## src/rtl/sigch_pkg.sv

```systemverilog
package sigch_pkg;

  localparam int DATA_W = 8;

  // Control register image, bit 7 down to bit 0
  typedef struct packed {
    logic       tx_msb_first;
    logic       rx_msb_first;
    logic [1:0] rate;
    logic       msg_mode;
    logic       rx_en;
    logic       par_en;
    logic       frm_en;
  } ctrl_t;

  typedef enum logic [1:0] {DF_HUNT, DF_DATA, DF_PAR, DF_STOP} df_state_t;

  typedef struct packed {
    logic              ovf;
    logic              frm_err;
    logic              par_err;
    logic [DATA_W-1:0] data;
  } rx_entry_t;

  localparam int ENTRY_W = $bits(rx_entry_t);

  // Bits consumed per frame for a rate code; spare code behaves as 1
  function automatic logic [3:0] bits_per_frame(input logic [1:0] code);
    case (code)
      2'b01:   return 4'd2;
      2'b10:   return 4'd8;
      default: return 4'd1;
    endcase
  endfunction

endpackage

```

## src/rtl/sigch_ctrl_reg.sv

```systemverilog
module sigch_ctrl_reg
  import sigch_pkg::*;
#(
  parameter int                ADDR_W    = 8,
  parameter logic [ADDR_W-1:0] CTRL_ADDR = 'h41
) (
  input  logic              clk,
  input  logic              rst,
  input  logic              bus_wr,
  input  logic [ADDR_W-1:0] bus_addr,
  input  logic [7:0]        bus_wdata,
  output ctrl_t             ctrl_q
);

  logic wr_hit;
  assign wr_hit = bus_wr && (bus_addr == CTRL_ADDR);

  always_ff @(posedge clk) begin
    if (rst)         ctrl_q <= '0;
    else if (wr_hit) ctrl_q <= ctrl_t'(bus_wdata);
  end

  AST_CTRL_HOLD: assert property (@(posedge clk) disable iff (rst)
    !wr_hit |=> $stable(ctrl_q));

endmodule

```

## src/rtl/sigch_bit_feeder.sv

```systemverilog
module sigch_bit_feeder
  import sigch_pkg::*;
#(
  parameter int CH_W = 8
) (
  input  logic            clk,
  input  logic            rst,
  input  logic            en,
  input  logic            frame_stb,
  input  logic [CH_W-1:0] chan_byte,
  input  logic [1:0]      rate,
  output logic            bit_vld,
  output logic            bit_val
);

  localparam int CNT_W = $clog2(CH_W + 1);

  logic [CH_W-1:0]  sh;
  logic [CNT_W-1:0] left;

  always_ff @(posedge clk) begin
    if (rst || !en) begin
      sh   <= '0;
      left <= '0;
    end else if (frame_stb) begin
      sh   <= chan_byte;
      left <= CNT_W'(bits_per_frame(rate));
    end else if (left != '0) begin
      sh   <= {sh[CH_W-2:0], 1'b0};
      left <= left - 1'b1;
    end
  end

  assign bit_vld = (left != '0);
  assign bit_val = sh[CH_W-1];

  AST_STB_SPACING: assert property (@(posedge clk) disable iff (rst)
    (en && frame_stb) |-> (left == '0));

  AST_FEED_STEP: assert property (@(posedge clk) disable iff (rst)
    (en && !frame_stb && left != '0) |=> (left == $past(left) - 1'b1));

endmodule

```

## src/rtl/sigch_deframer.sv

```systemverilog
module sigch_deframer
  import sigch_pkg::*;
(
  input  logic              clk,
  input  logic              rst,
  input  logic              en,
  input  logic              bit_vld,
  input  logic              bit_val,
  input  ctrl_t             cfg,
  output logic              byte_vld,
  output logic [DATA_W-1:0] byte_data,
  output logic              byte_perr,
  output logic              byte_ferr
);

  localparam int CNT_W = $clog2(DATA_W);

  df_state_t         state;
  logic [CNT_W-1:0]  cnt;
  logic [DATA_W-1:0] sr;
  logic [DATA_W-1:0] shifted;
  logic              ones;
  logic              framed;
  logic              use_par;
  logic              last;

  assign framed  = cfg.msg_mode | cfg.frm_en;
  assign use_par = cfg.par_en & framed;
  assign last    = (cnt == CNT_W'(DATA_W - 1));
  assign shifted = cfg.rx_msb_first ? {sr[DATA_W-2:0], bit_val}
                                    : {bit_val, sr[DATA_W-1:1]};

  always_ff @(posedge clk) begin
    if (rst || !en) begin
      state     <= DF_HUNT;
      cnt       <= '0;
      sr        <= '0;
      ones      <= 1'b0;
      byte_vld  <= 1'b0;
      byte_data <= '0;
      byte_perr <= 1'b0;
      byte_ferr <= 1'b0;
    end else begin
      byte_vld <= 1'b0;
      if (bit_vld) begin
        if (!framed) begin
          sr <= shifted;
          if (last) begin
            byte_vld  <= 1'b1;
            byte_data <= shifted;
            byte_perr <= 1'b0;
            byte_ferr <= 1'b0;
            cnt       <= '0;
          end else begin
            cnt <= cnt + 1'b1;
          end
        end else begin
          case (state)
            DF_HUNT: begin
              if (!bit_val) begin
                state <= DF_DATA;
                cnt   <= '0;
                ones  <= 1'b0;
              end
            end
            DF_DATA: begin
              sr   <= shifted;
              ones <= ones ^ bit_val;
              if (last) begin
                cnt   <= '0;
                state <= use_par ? DF_PAR : DF_STOP;
              end else begin
                cnt <= cnt + 1'b1;
              end
            end
            DF_PAR: begin
              ones  <= ones ^ bit_val;
              state <= DF_STOP;
            end
            default: begin
              byte_vld  <= 1'b1;
              byte_data <= sr;
              byte_perr <= use_par & ones;
              byte_ferr <= ~bit_val;
              state     <= DF_HUNT;
            end
          endcase
        end
      end
    end
  end

  AST_PUSH_ON_STOP: assert property (@(posedge clk) disable iff (rst)
    (en && bit_vld && framed && state == DF_STOP) |=> byte_vld);

  AST_HUNT_NO_PUSH: assert property (@(posedge clk) disable iff (rst)
    (en && bit_vld && framed && state == DF_HUNT) |=> !byte_vld);

  AST_RAW_NO_ERR: assert property (@(posedge clk) disable iff (rst)
    (en && bit_vld && !framed) |=> (!byte_vld || (!byte_perr && !byte_ferr)));

endmodule

```

## src/rtl/sigch_rx_fifo.sv

```systemverilog
module sigch_rx_fifo #(
  parameter int DEPTH = 8,
  parameter int W     = 11
) (
  input  logic                       clk,
  input  logic                       rst,
  input  logic                       clr,
  input  logic                       wr,
  input  logic [W-1:0]               wdata,
  input  logic                       rd,
  output logic [W-1:0]               rdata,
  output logic [$clog2(DEPTH+1)-1:0] count,
  output logic                       full,
  output logic                       empty
);

  localparam int AW = $clog2(DEPTH);
  localparam int CW = $clog2(DEPTH + 1);

  logic [W-1:0]  mem [DEPTH];
  logic [AW-1:0] wr_ptr;
  logic [AW-1:0] rd_ptr;
  logic          push;
  logic          pop;

  assign full  = (count == CW'(DEPTH));
  assign empty = (count == '0);
  assign push  = wr && !full;
  assign pop   = rd && !empty;

  always_ff @(posedge clk) begin
    if (push) mem[wr_ptr] <= wdata;
  end

  assign rdata = mem[rd_ptr];

  always_ff @(posedge clk) begin
    if (rst || clr) begin
      wr_ptr <= '0;
      rd_ptr <= '0;
      count  <= '0;
    end else begin
      if (push) wr_ptr <= wr_ptr + 1'b1;
      if (pop)  rd_ptr <= rd_ptr + 1'b1;
      case ({push, pop})
        2'b10:   count <= count + 1'b1;
        2'b01:   count <= count - 1'b1;
        default: count <= count;
      endcase
    end
  end

  AST_COUNT_BOUND: assert property (@(posedge clk) disable iff (rst)
    count <= CW'(DEPTH));

  AST_FULL_DROP: assert property (@(posedge clk) disable iff (rst)
    (wr && full && !rd && !clr) |=> (count == $past(count)));

  AST_CLEAR_EMPTIES: assert property (@(posedge clk) disable iff (rst)
    clr |=> empty);

endmodule

```

## src/rtl/sigch_rx.sv

```systemverilog
module sigch_rx
  import sigch_pkg::*;
#(
  parameter int                FIFO_DEPTH = 8,
  parameter int                ADDR_W     = 8,
  parameter logic [ADDR_W-1:0] CTRL_ADDR  = 'h41
) (
  input  logic                            clk,
  input  logic                            rst,
  input  logic                            bus_wr,
  input  logic [ADDR_W-1:0]               bus_addr,
  input  logic [7:0]                      bus_wdata,
  output logic [7:0]                      ctrl_rdata,
  input  logic                            frame_stb,
  input  logic [DATA_W-1:0]               chan_byte,
  input  logic                            rx_pop,
  output logic [DATA_W-1:0]               rx_data,
  output logic                            rx_par_err,
  output logic                            rx_frm_err,
  output logic                            rx_ovf,
  output logic                            rx_empty,
  output logic [$clog2(FIFO_DEPTH+1)-1:0] rx_count
);

  ctrl_t             ctrl;
  logic              bit_vld;
  logic              bit_val;
  logic              byte_vld;
  logic [DATA_W-1:0] byte_data;
  logic              byte_perr;
  logic              byte_ferr;
  logic              ovf_pend;
  logic              fifo_full;
  rx_entry_t         wr_entry;
  rx_entry_t         head;

  sigch_ctrl_reg #(.ADDR_W(ADDR_W), .CTRL_ADDR(CTRL_ADDR)) u_ctrl (
    .clk(clk), .rst(rst), .bus_wr(bus_wr), .bus_addr(bus_addr),
    .bus_wdata(bus_wdata), .ctrl_q(ctrl)
  );

  sigch_bit_feeder #(.CH_W(DATA_W)) u_feed (
    .clk(clk), .rst(rst), .en(ctrl.rx_en), .frame_stb(frame_stb),
    .chan_byte(chan_byte), .rate(ctrl.rate),
    .bit_vld(bit_vld), .bit_val(bit_val)
  );

  sigch_deframer u_defr (
    .clk(clk), .rst(rst), .en(ctrl.rx_en), .bit_vld(bit_vld),
    .bit_val(bit_val), .cfg(ctrl), .byte_vld(byte_vld),
    .byte_data(byte_data), .byte_perr(byte_perr), .byte_ferr(byte_ferr)
  );

  // A dropped byte marks the next byte that does get stored
  always_ff @(posedge clk) begin
    if (rst || !ctrl.rx_en)        ovf_pend <= 1'b0;
    else if (byte_vld && fifo_full) ovf_pend <= 1'b1;
    else if (byte_vld)              ovf_pend <= 1'b0;
  end

  assign wr_entry = '{ovf: ovf_pend, frm_err: byte_ferr,
                      par_err: byte_perr, data: byte_data};

  sigch_rx_fifo #(.DEPTH(FIFO_DEPTH), .W(ENTRY_W)) u_fifo (
    .clk(clk), .rst(rst), .clr(!ctrl.rx_en), .wr(byte_vld),
    .wdata(wr_entry), .rd(rx_pop), .rdata(head), .count(rx_count),
    .full(fifo_full), .empty(rx_empty)
  );

  assign ctrl_rdata = ctrl;
  assign rx_data    = head.data;
  assign rx_par_err = head.par_err;
  assign rx_frm_err = head.frm_err;
  assign rx_ovf     = head.ovf;

  AST_OVF_MARK: assert property (@(posedge clk) disable iff (rst)
    (ctrl.rx_en && byte_vld && fifo_full) |=> ovf_pend);

  AST_IDLE_WHEN_OFF: assert property (@(posedge clk) disable iff (rst)
    !ctrl.rx_en |=> (!bit_vld && !byte_vld));

endmodule

```

## config.mk

```make
export PLATFORM = sky130hd
export DESIGN_NAME = sigch_rx
export DESIGN_NICKNAME = d
export VERILOG_FILES = /design/src/rtl/sigch_pkg.sv /design/src/rtl/sigch_ctrl_reg.sv /design/src/rtl/sigch_bit_feeder.sv /design/src/rtl/sigch_deframer.sv /design/src/rtl/sigch_rx_fifo.sv /design/src/rtl/sigch_rx.sv
export SDC_FILE = /design/constraint.sdc
export NUM_CORES = 1
export LEC_CHECK = 0
export ABC_AREA = 1
export CORE_MARGIN = 1.5
export CORE_UTILIZATION = 57
export CTS_CLUSTER_SIZE = 20
export DETAILED_ROUTE_END_ITERATION = 6
export DONT_BUFFER_PORTS = 1
export GPL_TIMING_DRIVEN = 0
export PLACE_DENSITY = 0.86
export SLEW_MARGIN = 10
export SYNTH_ARGS = -nofsm -noshare
export SYNTH_HDL_FRONTEND = slang
export SYNTH_SLANG_ARGS = --single-unit
```

## constraint.sdc

```tcl
create_clock -name clk -period 1.59 [get_ports clk]
set_input_delay 0.3975 -clock clk [delete_from_list [all_inputs] [get_ports clk]]
set_output_delay 0.3975 -clock clk [all_outputs]
set_load 0.1 [all_outputs]
```

# --- Word level (Yosys, flattened, before mapping) ---
# Memory sizes are Yosys's and may differ from the RTL's. A register that Yosys moved wholly into a read port is not among the register bits.
# Index checks and enable logic that the tools add are counted.
classes:
  addsub: 6
  mul: 0
  div_mod_pow: 0
  order_cmp: 0
  eq_ne: 15
  shifts: 0
  n_mux: 36
  n_bitwise: 6
  n_reduce_logical: 24
ops:
  columns: ["op", "n"]
  rows:
  - ["two-way mux 8 bit", 8]
  - ["case mux 4 bit (2 select lines)", 2]
  - ["two-way mux 3 bit", 5]
  - ["two-way mux 1 bit", 14]
  - ["nonzero test 2 bit", 5]
  - ["adder 3 x 1 -> 3 bit (second input constant)", 3]
  - ["== test 8 x 7 -> 1 bit (second input constant)", 1]
  - ["two-way mux 4 bit", 2]
  - ["AND reduction 4 bit", 2]
  - ["subtractor 4 x 1 -> 4 bit (second input constant)", 2]
  - ["== test 2 x 1 -> 1 bit (second input constant)", 3]
  - ["== test 2 bit (second input constant)", 3]
  - ["inequality test 2 bit (second input constant)", 3]
  - ["inequality test 3 bit (second input constant)", 2]
  - ["case mux 2 bit (3 select lines)", 1]
  - ["case mux 3 bit (2 select lines)", 1]
  - ["AND reduction 3 bit", 2]
  - ["adder 4 x 1 -> 4 bit (second input constant)", 1]
  - ["== test 4 bit (second input constant)", 1]
  - ["logical AND 1 bit", 4]
  - ["logical NOT 4 bit", 1]
  - ["two-way mux 2 bit", 2]
  - ["nonzero test 4 bit", 1]
  - ["OR reduction 2 bit", 2]
  - ["other kinds (12)", 16]
totals:
  regBits: 56
  latchBits: 0
  mem_bits_rw: 88
  rom_bits: 0
  input_bits: 29
  out_inout_bits: 24
  memories: 1
mem_list:
  columns: ["name", "depth", "word_bits", "rd", "rd_clocked_by_memory_dff", "wr", "line", "source"]
  rows:
  - ["u_fifo.mem", 8, 11, 1, 1, 1, "sigch_rx_fifo.sv:20", "logic [W-1:0] mem [DEPTH];"]

# --- Longest topological paths before layout ---
logic_depth:
  ltp_word: 5
  depth_mapped: 14
  mapped_depth_nobuf: 14

# --- Cells and area by module ---
# A second synthesis with hierarchy kept.
hier_totals:
  hier_cells: 735
  hier_area_um2: 6786.5
modules_own_cells:
  columns: ["module", "instances", "cells_each", "area_each_um2", "seq_area_each_um2"]
  rows:
  - ["sigch_rx_fifo", 1, 346, 4151.5, 2902.8]
  - ["sigch_deframer", 1, 214, 1418.9, 500.5]
  - ["sigch_bit_feeder", 1, 102, 698.2, 240.2]
  - ["sigch_ctrl_reg", 1, 65, 466.7, 160.2]
  - ["sigch_rx", 1, 8, 51.3, 20.0]

# --- Least setup slack after synthesis ---
# Ideal clock, no wire load.
synth_path:
  kind: "register -> register"
  startpoint: "register u_fifo.count[2]"
  endpoint: "register u_fifo.count[2]"
  arrival_time_ps: 2489
  setup_slack_ps: -1014
  path_stages_with_launch: 14
  path_buffers: 0
  synth_period_minus_slack_ps: 2604
  cell_sequence: "dfxtp_1 > inv_1 > nand3_1 > nand2_1 > inv_1 > ha_1 > nand2_1 > inv_1 > nor2_1 > ha_1 > a21oi_1 > xnor2_1 > o21ai_0 > inv_1"
synth_via:
  elab_chain_len: 5
  elab_cells_between_ends: 12
  classes_between: "2 x add/sub; 3 x eq/ne; 1 x mux; 6 x reduce/logical"
synth_rtl:
  columns: ["element", "line", "source"]
  rows:
  - ["from (decl)", "sigch_rx_fifo.sv:12", "output logic [$clog2(DEPTH+1)-1:0] count,"]
  - ["from (signal assigned)", "sigch_rx_fifo.sv:46", "2'b10: count <= count + 1'b1;"]
  - ["from (signal assigned)", "sigch_rx_fifo.sv:47", "2'b01: count <= count - 1'b1;"]
  - ["from (signal assigned)", "sigch_rx_fifo.sv:48", "default: count <= count;"]
  - ["== test 4 bit or logical NOT 4 bit (tied branches)", "sigch_rx_fifo.sv:26, sigch_rx_fifo.sv:27", null]
  - ["logical NOT 1 bit (on tied branches)", "sigch_rx_fifo.sv:28, sigch_rx_fifo.sv:29", null]
  - ["logical AND 1 bit (on tied branches)", "sigch_rx_fifo.sv:28, sigch_rx_fifo.sv:29", null]
  - ["== test 2 x 1 -> 1 bit or == test 2 bit (tied branches)", "sigch_rx_fifo.sv:45", "case ({push, pop})"]
  - ["case mux 4 bit (2 select lines) or nonzero test 2 bit (tied branches)", null, null]
# Parallel ways exist; a longest one is shown, timed or not.
# A chain may end at the register's enable or synchronous reset.

==> metrics.yaml <==
grt_pass1_wl_um: 25300
ir_worst_vdd_mv: 1.04
violations: "negative setup slack"
crit_fanout: 7
wire_per_inst_um: 21.5
clkSinkCount: 147
clk_pin_slew_ps: 70
design.core.area_mm2: 0.0108
worst-r2r-cell-count: 14
arrival_ps: 1960
r2r_slack_ps: -500
die_area_mm2: 0.0118
area_growth_syn_to_layout_pct: 35.2
synth_ff_type: "edfxtp_1"
timing.max_cap.violations: 0
start_util: 0.586
gr-usage-all-layers: 0.289
worst-setup-path-type: "reg -> out"
yosysUniqueCellTypes: 37
drc: 0
grt_max_degree: 17
fin_tns_setup_ps: -43140
setup_slack_ps: -768
place.gp.congestion: 0.838
stdcell_count: 862
cts_buffers: 17
globalRouteOverflowTotal: 0
vias: 5177
synth-edff-count: 88
grt_pass1_vias: 4934
nFillCells: 588
clk-insertion-delay-late_ps: 540
netlist.area_leader.share: 0.416
hold_buffers: 0
hold_ws_ps: 16.5
portBuffers: 0
yosysTopAreaCell: "edfxtp_1"
synthCells: 646
die_w_um: 109
std_cell_rows: 38
num_antenna_cells: 0
r2r-end: "u_fifo.count[2]$_SDFFE_PP0P_"
setup_viol: 113
io_pins: 53
yosysWarnings: 0
outcome: "finished, violations left"
post-route-period-util: 1.48
via_per_inst: 6.01
finalPower_w: 0.00805
start_kind: "flip-flop"
tightest_slew_ps: 493
max_freq_mhz: 424
fin_nets: 754
antenna_left: 0
drtIter0Drc: 410
final_core_util: 0.793
drv_slew: 0
reg2reg_from: "u_fifo.count[1]$_SDFFE_PP0P_"
cts_tree: "done"
drive_above_1_share: 0.330
hold_viol: 0
synth_nets: 691
period_needed_ps: 2360
drt_pass1_iterations: 5
endpoint: "rx_data[3]"
dp_hpwl_um: 8870
synth.area.top_cells: "edfxtp_1 42%, dfxtp_1 19%, nand2_1 6.7%"
endpoint_kind: "output port"
power_density_mw_per_mm2: 936
required_ps: 1190
fin_skew_ps: 16.4
hp-class: "in -> reg"
leakage_nw: 2.93
rsz0062_at_grt: "true"
yosysSeqAreaShare: 0.601
clockRootBuffer: "clkbuf_8"
htreeDepth: 4
cts_buffer_depth: 2
placed_cells: 786
die_h_um: 109
syn_area_mm2: 0.00636
max_slew_margin: 0.670
synthArstFlopShare: 0
avgSynthCellArea_um2: 9.84
synth_seq_cells: 147
antenna_found_initial: 0
routed_wl_um: 18500
-- layer usage --
layer	routed length (um)	GRT usage	vias up	part of all wire
met5	0	0	-	0
met4	843	0.0987	0	0.046
met3	1170	0.0604	68	0.063
met2	9940	0.552	279	0.54
met1	6550	0.314	2496	0.35
li1	-	-	2334	-
-- critical path, stage by stage, from the launching register on --
cell	delay, ps
dfxtp_4	360
buf_12	150
clkbuf_8	150
o21ai_0	330
o22ai_2	130
nand2_2	140
nand2_8	150
-- cell families after synthesis --
logic type | count (synthesis) | synth area share
fa+ha+maj | 16 | 0.0315
mux | 11 | 0.0173
xor+xnor | 6 | 0.00827
simple gates | 252 | 0.165
compound gates | 138 | 0.119
flops | 147 | 0.601
buf+inv | 76 | 0.0575
-- layout make-up --
type	count	area, um^2	share of cell area
buffer	31	313	0.0364
sequential	147	3870	0.450
inverter	45	204	0.0237
clock buffer	17	414	0.0482
tap	140	175	0.0204
timing repair buffer	44	646	0.0751
clock inverter	15	169	0.0196
multi-input combinational	423	2810	0.326
-- flip-flops by register name (all words and copies together), names as in the netlist, 4 cells and up, named ones only --
signal,count
u_ctrl.ctrl_q,8
u_feed.sh,8
u_fifo.mem,88
u_feed.left,4
u_defr.byte_data,8
u_fifo.count,4
u_defr.sr,8
-- report_power, final --
part / total (W) / internal, W / switching, W
logic: 0.0000394 / 0.0000119 / 0.0000274
clock network: 0.00403 / 0.00228 / 0.00175
registers: 0.00397 / 0.00397 / 0.00000349
total: 0.00805 / 0.00626 / 0.00178
-- synthesized netlist by cell type, types with 7 or more instances --
cell / n
edfxtp_1: 88
mux2i_1: 11
a31oi_1: 7
dfxtp_1: 59
buf_2: 9
inv_1: 41
o22ai_1: 11
nor3_1: 10
nand2_1: 113
ha_1: 16
o21ai_0: 68
a21oi_1: 27
o21ai_1: 13
buf_4: 9
a21oi_2: 8
nor2_1: 91
nand3_1: 22
-- what timing repair did --
item / CTS / global route
cloned: 5 / 5
resized for setup: 97 / 86
pin swaps: 26 / 35
endpoints found under the setup margin: 122 / 121
buffers inserted: 22 / 14
-- through the flow --
| step | instance area, um^2 | setup slack [ps] |
|---|---|---|
| 2_1_floorplan | 6610 | -192 |
| 3_3_place_gp | 6780 | -278 |
| 3_5_place_dp | 6780 | -334 |
| 4_1_cts | 8080 | -662 |
| 5_1_grt | 8600 | -822 |
| 6_report | 8600 | -768 |
-- worst min path at each step --
stage / start / to / slack [ps] / cells past startpoint
2_1_floorplan: u_defr.sr[0]$_SDFFE_PP0P_ / u_defr.sr[0]$_SDFFE_PP0P_ / 440 / 2
3_3_place_gp: u_feed.sh[0]$_SDFFE_PP0P_ / u_feed.sh[0]$_SDFFE_PP0P_ / 450 / 2
3_5_place_dp: u_fifo.rd_ptr[0]$_SDFFE_PP0N_ / flip-flop / 470 / 1
4_1_cts: chan_byte[3] / u_feed.sh[3]$_SDFFE_PP0P_ / 20 / 2
5_1_grt: chan_byte[3] / u_feed.sh[3]$_SDFFE_PP0P_ / 20 / 2
6_report: chan_byte[3] / u_feed.sh[3]$_SDFFE_PP0P_ / 20 / 2
-- layout by cell type (no fill, tap or decap), drive strengths merged --
master      n
a31oi       7
o21a        1
nand2     116
o21ai      83
bufinv      2
ha         16
o211ai      1
and3        2
clkinv      3
o22ai      11
buf        60
dfxtp      59
edfxtp     88
a21oi      35
xnor2       2
mux2i      11
xor2        4
nand3      23
nand3b      1
nor3       10
nor2       94
clkinvlp    4
or2         6
inv        51
clkbuf     32
Power figures use the tool's default switching activity.
